==> config.mk <==
export PLATFORM = sky130hd
export DESIGN_NAME = ptmr_top
export DESIGN_NICKNAME = d
export VERILOG_FILES = /design/src/rtl/ptmr_pkg.sv /design/src/rtl/ptmr_sync.sv /design/src/rtl/ptmr_tick.sv /design/src/rtl/ptmr_evt.sv /design/src/rtl/ptmr_top.sv
export SDC_FILE = /design/constraint.sdc
export NUM_CORES = 1
export LEC_CHECK = 0
export ABC_AREA = 1
export BUFFER_PORTS_ARGS = -buffer_cell sky130_fd_sc_hd__buf_4
export CORE_MARGIN = 2
export CORE_UTILIZATION = 30
export CTS_CLUSTER_SIZE = 10
export DETAILED_ROUTE_END_ITERATION = 10
export HOLD_SLACK_MARGIN = 0.03
export PLACE_DENSITY_LB_ADDON = 0.15
export SLEW_MARGIN = 20
export SYNTH_ARGS = -nofsm -noshare
export SYNTH_HDL_FRONTEND = slang
export SYNTH_HIERARCHICAL = 1
export SYNTH_SLANG_ARGS = --single-unit
==> constraint.sdc <==
create_clock -name clk -period 3.6 [get_ports clk]
set_input_delay 0.36 -clock clk [delete_from_list [all_inputs] [get_ports clk]]
set_output_delay 0.36 -clock clk [all_outputs]
set_load 0.03 [all_outputs]
==> src/rtl/ptmr_pkg.sv <==
package ptmr_pkg;

    typedef enum logic [1:0] {
        SRC_SYS1  = 2'd0,
        SRC_SYS16 = 2'd1,
        SRC_EXT   = 2'd2,
        SRC_OFF   = 2'd3
    } src_e;

    typedef enum logic [1:0] {
        EDGE_NONE = 2'd0,
        EDGE_RISE = 2'd1,
        EDGE_FALL = 2'd2,
        EDGE_BOTH = 2'd3
    } edge_e;

    typedef enum logic [1:0] {
        REQ_FLAG = 2'd0,
        REQ_IRQ  = 2'd1,
        REQ_DMA  = 2'd2,
        REQ_RSVD = 2'd3
    } req_e;

    typedef struct packed {
        logic [7:0] presc;
        logic [3:0] spare_hi;
        req_e       match_req;
        req_e       cap_req;
        logic       spare_lo;
        logic       toggle;
        logic       restart;
        edge_e      cap_edge;
        src_e       src;
        logic       en;
    } ctrl_t;

    localparam logic [2:0] A_CTRL = 3'd0;
    localparam logic [2:0] A_REFV = 3'd1;
    localparam logic [2:0] A_CAPV = 3'd2;
    localparam logic [2:0] A_CNT  = 3'd3;
    localparam logic [2:0] A_STAT = 3'd4;

endpackage

==> src/rtl/ptmr_sync.sv <==
module ptmr_sync #(
    parameter int STAGES = 2
) (
    input  logic clk,
    input  logic rst_n,
    input  logic pin,
    output logic rise,
    output logic fall
);
    logic [STAGES:0] chain_q;

    always_ff @(posedge clk or negedge rst_n) begin
        if (!rst_n) chain_q <= '0;
        else        chain_q <= {chain_q[STAGES-1:0], pin};
    end

    assign rise = chain_q[STAGES-1] & ~chain_q[STAGES];
    assign fall = ~chain_q[STAGES-1] & chain_q[STAGES];

endmodule

==> src/rtl/ptmr_tick.sv <==
module ptmr_tick
    import ptmr_pkg::*;
#(
    parameter int PW   = 8,
    parameter int DIVW = 4
) (
    input  logic          clk,
    input  logic          rst_n,
    input  logic          en,
    input  src_e          src,
    input  logic          ext_rise,
    input  logic [PW-1:0] presc,
    input  logic          clr,
    output logic          tick
);
    localparam logic [PW-1:0]   P_ONE = 1;
    localparam logic [DIVW-1:0] D_ONE = 1;

    logic [DIVW-1:0] div_q;
    logic [PW-1:0]   p_q;
    logic            src_pulse;

    always_comb begin
        unique case (src)
            SRC_SYS1:  src_pulse = en;
            SRC_SYS16: src_pulse = en && (div_q == '1);
            SRC_EXT:   src_pulse = en && ext_rise;
            default:   src_pulse = 1'b0;
        endcase
    end

    assign tick = src_pulse && (p_q >= presc);

    always_ff @(posedge clk or negedge rst_n) begin
        if (!rst_n) begin
            div_q <= '0;
            p_q   <= '0;
        end else if (clr) begin
            div_q <= '0;
            p_q   <= '0;
        end else begin
            if (en && src == SRC_SYS16) div_q <= div_q + D_ONE;
            if (src_pulse)              p_q   <= tick ? '0 : p_q + P_ONE;
        end
    end

    // with a nonzero, unchanged prescale, two ticks never come back to back
    a_r3_tick_spacing: assert property (@(posedge clk) disable iff (!rst_n)
        (tick && !clr) |=> (!tick || presc == '0 || presc != $past(presc)));

endmodule

==> src/rtl/ptmr_evt.sv <==
module ptmr_evt
    import ptmr_pkg::*;
(
    input  logic clk,
    input  logic rst_n,
    input  logic fire,
    input  req_e mode,
    input  logic sw_clr,
    input  logic ack,
    output logic pending,
    output logic irq,
    output logic dma_req
);
    typedef enum logic [1:0] {
        EV_IDLE    = 2'd0,
        EV_SWAIT   = 2'd1,
        EV_DMAWAIT = 2'd2
    } ev_state_e;

    ev_state_e state_q, state_d;

    always_ff @(posedge clk or negedge rst_n) begin
        if (!rst_n) state_q <= EV_IDLE;
        else        state_q <= state_d;
    end

    always_comb begin
        state_d = state_q;
        unique case (state_q)
            EV_IDLE:    if (fire) state_d = (mode == REQ_DMA) ? EV_DMAWAIT : EV_SWAIT;
            EV_SWAIT:   if (sw_clr && !fire) state_d = EV_IDLE;
            EV_DMAWAIT: if (ack) state_d = EV_IDLE;
            default:    state_d = EV_IDLE;
        endcase
    end

    always_comb begin
        pending = (state_q != EV_IDLE);
        irq     = (state_q == EV_SWAIT) && (mode == REQ_IRQ);
        dma_req = (state_q == EV_DMAWAIT);
    end

    // an event never asks for both services at once
    a_r9_one_service: assert property (@(posedge clk) disable iff (!rst_n)
        $onehot0({irq, dma_req}));
    // an acknowledge frees a DMA-pending event
    a_r11_ack_clears: assert property (@(posedge clk) disable iff (!rst_n)
        (dma_req && ack) |=> !pending);
    // without an acknowledge, a DMA-pending event stays, whatever software writes
    a_r10_dma_holds: assert property (@(posedge clk) disable iff (!rst_n)
        (dma_req && !ack) |=> dma_req);

endmodule

==> src/rtl/ptmr_top.sv <==
module ptmr_top
    import ptmr_pkg::*;
#(
    parameter int CW   = 32,
    parameter int PW   = 8,
    parameter int DIVW = 4,
    parameter int SYNC = 2
) (
    input  logic        clk,
    input  logic        rst_n,
    input  logic [2:0]  bus_addr,
    input  logic        bus_wr,
    input  logic [31:0] bus_wdata,
    output logic [31:0] bus_rdata,
    input  logic        tin,
    output logic        tout,
    output logic        irq,
    output logic [1:0]  dma_req,
    input  logic [1:0]  dma_ack
);
    localparam int NEV = 2;
    localparam logic [CW-1:0] C_ONE = 1;

    ctrl_t         ctrl_q;
    logic [CW-1:0] refv_q, capv_q, cnt_q;
    logic          tout_q;
    logic          cnt_ld, tick, match, cap_fire, pin_rise, pin_fall;
    logic [NEV-1:0] ev_fire, ev_clr, ev_pend, ev_irq, ev_dma;
    req_e          ev_mode [NEV];

    assign cnt_ld = bus_wr && (bus_addr == A_CNT);

    ptmr_sync #(.STAGES(SYNC)) u_sync (
        .clk(clk), .rst_n(rst_n), .pin(tin), .rise(pin_rise), .fall(pin_fall)
    );

    ptmr_tick #(.PW(PW), .DIVW(DIVW)) u_tick (
        .clk(clk), .rst_n(rst_n), .en(ctrl_q.en), .src(ctrl_q.src),
        .ext_rise(pin_rise), .presc(ctrl_q.presc[PW-1:0]), .clr(cnt_ld), .tick(tick)
    );

    assign match = tick && (cnt_q == refv_q);

    always_comb begin
        unique case (ctrl_q.cap_edge)
            EDGE_RISE: cap_fire = pin_rise;
            EDGE_FALL: cap_fire = pin_fall;
            EDGE_BOTH: cap_fire = pin_rise | pin_fall;
            default:   cap_fire = 1'b0;
        endcase
    end

    always_ff @(posedge clk or negedge rst_n) begin
        if (!rst_n) begin
            ctrl_q <= '0;
            refv_q <= '0;
            capv_q <= '0;
            cnt_q  <= '0;
            tout_q <= 1'b0;
        end else begin
            if (bus_wr && bus_addr == A_CTRL) ctrl_q <= ctrl_t'(bus_wdata[23:0]);
            if (bus_wr && bus_addr == A_REFV) refv_q <= bus_wdata[CW-1:0];
            if (cap_fire) capv_q <= cnt_q;
            if (cnt_ld)     cnt_q <= bus_wdata[CW-1:0];
            else if (tick)  cnt_q <= (match && ctrl_q.restart) ? '0 : cnt_q + C_ONE;
            tout_q <= ctrl_q.toggle ? (tout_q ^ match) : match;
        end
    end

    assign ev_fire    = {match, cap_fire};
    assign ev_mode[0] = ctrl_q.cap_req;
    assign ev_mode[1] = ctrl_q.match_req;

    generate
        for (genvar i = 0; i < NEV; i++) begin : g_ev
            assign ev_clr[i] = bus_wr && (bus_addr == A_STAT) && bus_wdata[i];
            ptmr_evt u_ev (
                .clk(clk), .rst_n(rst_n), .fire(ev_fire[i]), .mode(ev_mode[i]),
                .sw_clr(ev_clr[i]), .ack(dma_ack[i]), .pending(ev_pend[i]),
                .irq(ev_irq[i]), .dma_req(ev_dma[i])
            );
        end
    endgenerate

    assign tout    = tout_q;
    assign irq     = |ev_irq;
    assign dma_req = ev_dma;

    always_comb begin
        unique case (bus_addr)
            A_CTRL:  bus_rdata = {8'd0, ctrl_q};
            A_REFV:  bus_rdata = 32'(refv_q);
            A_CAPV:  bus_rdata = 32'(capv_q);
            A_CNT:   bus_rdata = 32'(cnt_q);
            A_STAT:  bus_rdata = {30'd0, ev_pend};
            default: bus_rdata = '0;
        endcase
    end

    // the counter moves only on a tick or a load
    a_r2_cnt_hold: assert property (@(posedge clk) disable iff (!rst_n)
        (!cnt_ld && !tick) |=> $stable(cnt_q));
    // a match with restart set returns the counter to zero
    a_r6_restart_zero: assert property (@(posedge clk) disable iff (!rst_n)
        (match && ctrl_q.restart && !cnt_ld) |=> (cnt_q == '0));
    // a capture takes the counter value of the capture cycle
    a_r8_cap_latch: assert property (@(posedge clk) disable iff (!rst_n)
        cap_fire |=> (capv_q == $past(cnt_q)));

endmodule

==> metrics.txt <==
Yosys warnings 6; global-route wire length before repair 45.9 mm; ratio of cells with drive above 1 in the final layout between 10 and 15%; Post-Route WL 28.9 mm; Critical Path Max Stage Delay about 0.46 ns; final hold vios 7; status complete, but fails checks; hold_ws -0.00856 ns; syn nets roughly 1.3k; Iteration-0 DRC Markers 681; core area approximately 29000 sq um; # nets final 1382; worst slew pin tran roughly 1.0 ns; Num Clock Sinks 140; Filler Cell Count 3245; Worst Setup End Kind register; crit share post-route about four fifths; most frequent cells in the layout nand2_1, inv_1, dfrtp_1; clk slew on worst S/H paths 0.07 ns; Clock Root Buffer clkbuf_16; depth of the CTS H-tree 4; CTS max path bufs 2; Max Used Layer met4; Pleak 5.41 nW; family with the most delay on the worst path simple AND/OR/NAND/NOR gates; antenna cells 0; CTS resizes 0; reg-to-reg startpoint u_tick/p_q[2]; worst reg2reg endpoint cnt_q[2]; flop-to-flop setup slack 0.73 ns; total grt overflow 0; die height 176 um; Worst slew margin 32.6%; drt drc 0; top cells by area, synth dfrtp_1, nand2_1, inv_1, o21ai_0, o22ai_1; FP Rows 63; slack of the critical path 0.734 ns; CP Depth 17; Final ANT Viol Nets 0; vias post-DR a little over 8k; Ports 77; Setup Total Neg Slack 0 ns; gr usage total 19.2%; # Post-CTS Setup Buffers 0; largest area contributor in the netlist dfrtp_1; CTS buffer count 17; post-synthesis register bit count 140; Bufs and invs on worst path 2; Tmin final 2.87 ns; Mapped Area 8910 sq um; WL/cell roughly 17 um; top-area cell type share of the netlist area 39.3%; Worst path slowest cell dfrtp_1; kind of critical path register to register; Die X 176 um; Yosys cell types 38; Final Setup Violations 0; DR vias/cell around 4.8; R2R cell count 17; PortBufs 76; CTS tree yes; commonest non-fill, non-tap cell in the layout nand2_1; required time of the critical path between 3 and 4 ns; pre-CTS setup slack 0.755 ns; routed wl met3 ~1.1 mm; crit path launch u_tick/p_q[2]; worst skew pair latency between 0.4 and 0.5 ns; MaxCap Viol Count 0; peak supply drop 0.302 mV; area delta synth->final 17.4%; Starting Density 30.2%; syn_area_per_cell around 7.0 sq um; Post-Route M1 WL 14.8 mm; met2 WL approximately 13 mm; final slew viol count 0; Routability Congestion about 0.87; crit path max fanout 19; failing checks hold timing; HP Class input port to async pin; hold buffer count at cts 0; hpwl dp 21.7 mm; number of global-route vias before repair about 7.9k; RSZ-0062 raised after global routing false; die area a little over 30000 sq um; critical path arrival 3.17 ns; Startpoint Class register; initial antenna violation count 0; power per cell area 679 nW/um^2; largest net degree at the start of global routing 82; fmax 0.349 GHz; Gate Count Post-Synth 1272; DRT Pass-1 Iters 5; skew final 0.0195 ns; post-synthesis sequential area ratio 39.3%; crit path cell chain ha_1 -> nand2_1 -> nor2_1 -> nor2_1 -> nand2_1 -> a21oi_4 -> nor2_1 -> inv_1 -> a21oi_1 -> nand3_1 -> nor2_2 -> nand2_2 -> nor2_4 -> nand3_4 -> buf_12 -> nand3_1 -> nand2_1
==> final cells by class <==
class / count / area (sq um) / area share, %
Clock buffer: 21 / 460 / 4.40
Clock inverter: 10 / 164 / 1.57
Inverter: 242 / 910 / 8.69
Multi-Input combinational cell: 833 / 4210 / 40.2
Sequential cell: 140 / 3500 / 33.5
Tap cell: 390 / 488 / 4.66
Timing Repair Buffer: 92 / 732 / 6.99
==> layer usage <==
metal | track usage [%] | vias to the layer above
met1 | 28.4 | 3917
li1 | - | 4104
met4 | 3.82 | 0
met5 | 0 | -
met2 | 29.9 | 181
met3 | 2.76 | 13
==> power breakdown <==
| part | internal (W) | switching [W] | total [W] |
|---|---|---|---|
| combinational | 0.000870 | 0.00165 | 0.00252 |
| sequential | 0.00206 | 0.000608 | 0.00267 |
| clock | 0.00120 | 0.000730 | 0.00193 |
| total | 0.00412 | 0.00298 | 0.00711 |
==> cells in the mapped netlist, drive strengths merged <==
cell and count:
dfrtp 140, a21oi 26, a22o 1, nor2 93
inv 241, nor3 14, o21bai 4, a22oi 4
nand2 386, nand4 28, buf 31, clkinv 1
or2 1, o211ai 2, o221ai 6, clkbuf 26
o22ai 51, nand3b 4, xor2 27, a221oi 2
xnor2 2, o21ai 100, nand3 64, ha 15
a31oi 1, nor4 2
==> stage by stage <==
stage	cell area (sq um)	total power [W]	cells	utilization, %
after global placement	9840	0.00517	1697	33.4
after floorplan	8910	0.00437	1272	-
after CTS	10500	0.00714	1728	35.5
final	10500	0.00711	1728	35.5
after global routing	10500	0.00763	1728	35.5
after detailed placement	9840	0.00519	1697	33.4
==> flip-flops by register name, summed over array words and instances, names as in the netlist <==
signal             flops
capv_q                32
cnt_q                 32
ctrl_q                24
g_ev.u_ev/state_q      4
refv_q                32
tout                   1
u_sync/chain_q         3
u_tick/div_q           4
u_tick/p_q             8
==> worst max-delay path by stage <==
stage | to | slack (ns)
2_1_floorplan | cnt_q[23] | 1.18
3_3_place_gp | cnt_q[3] | 0.84
3_5_place_dp | cnt_q[6] | 0.76
4_1_cts | cnt_q[31] | 0.73
5_1_grt | cnt_q[1] | 0.44
6_report | cnt_q[2] | 0.73
==> cells by family after synthesis <==
logic type / synth area share (%)
DFF: 39.3
xor gates and xnor gates: 2.85
and+or+nand+nor: 29.5
buffers and inverters: 13.5
adders and majority gates: 2.11
AOI/OAI and AO/OA: 12.7
(Power assumes the default switching activity.)
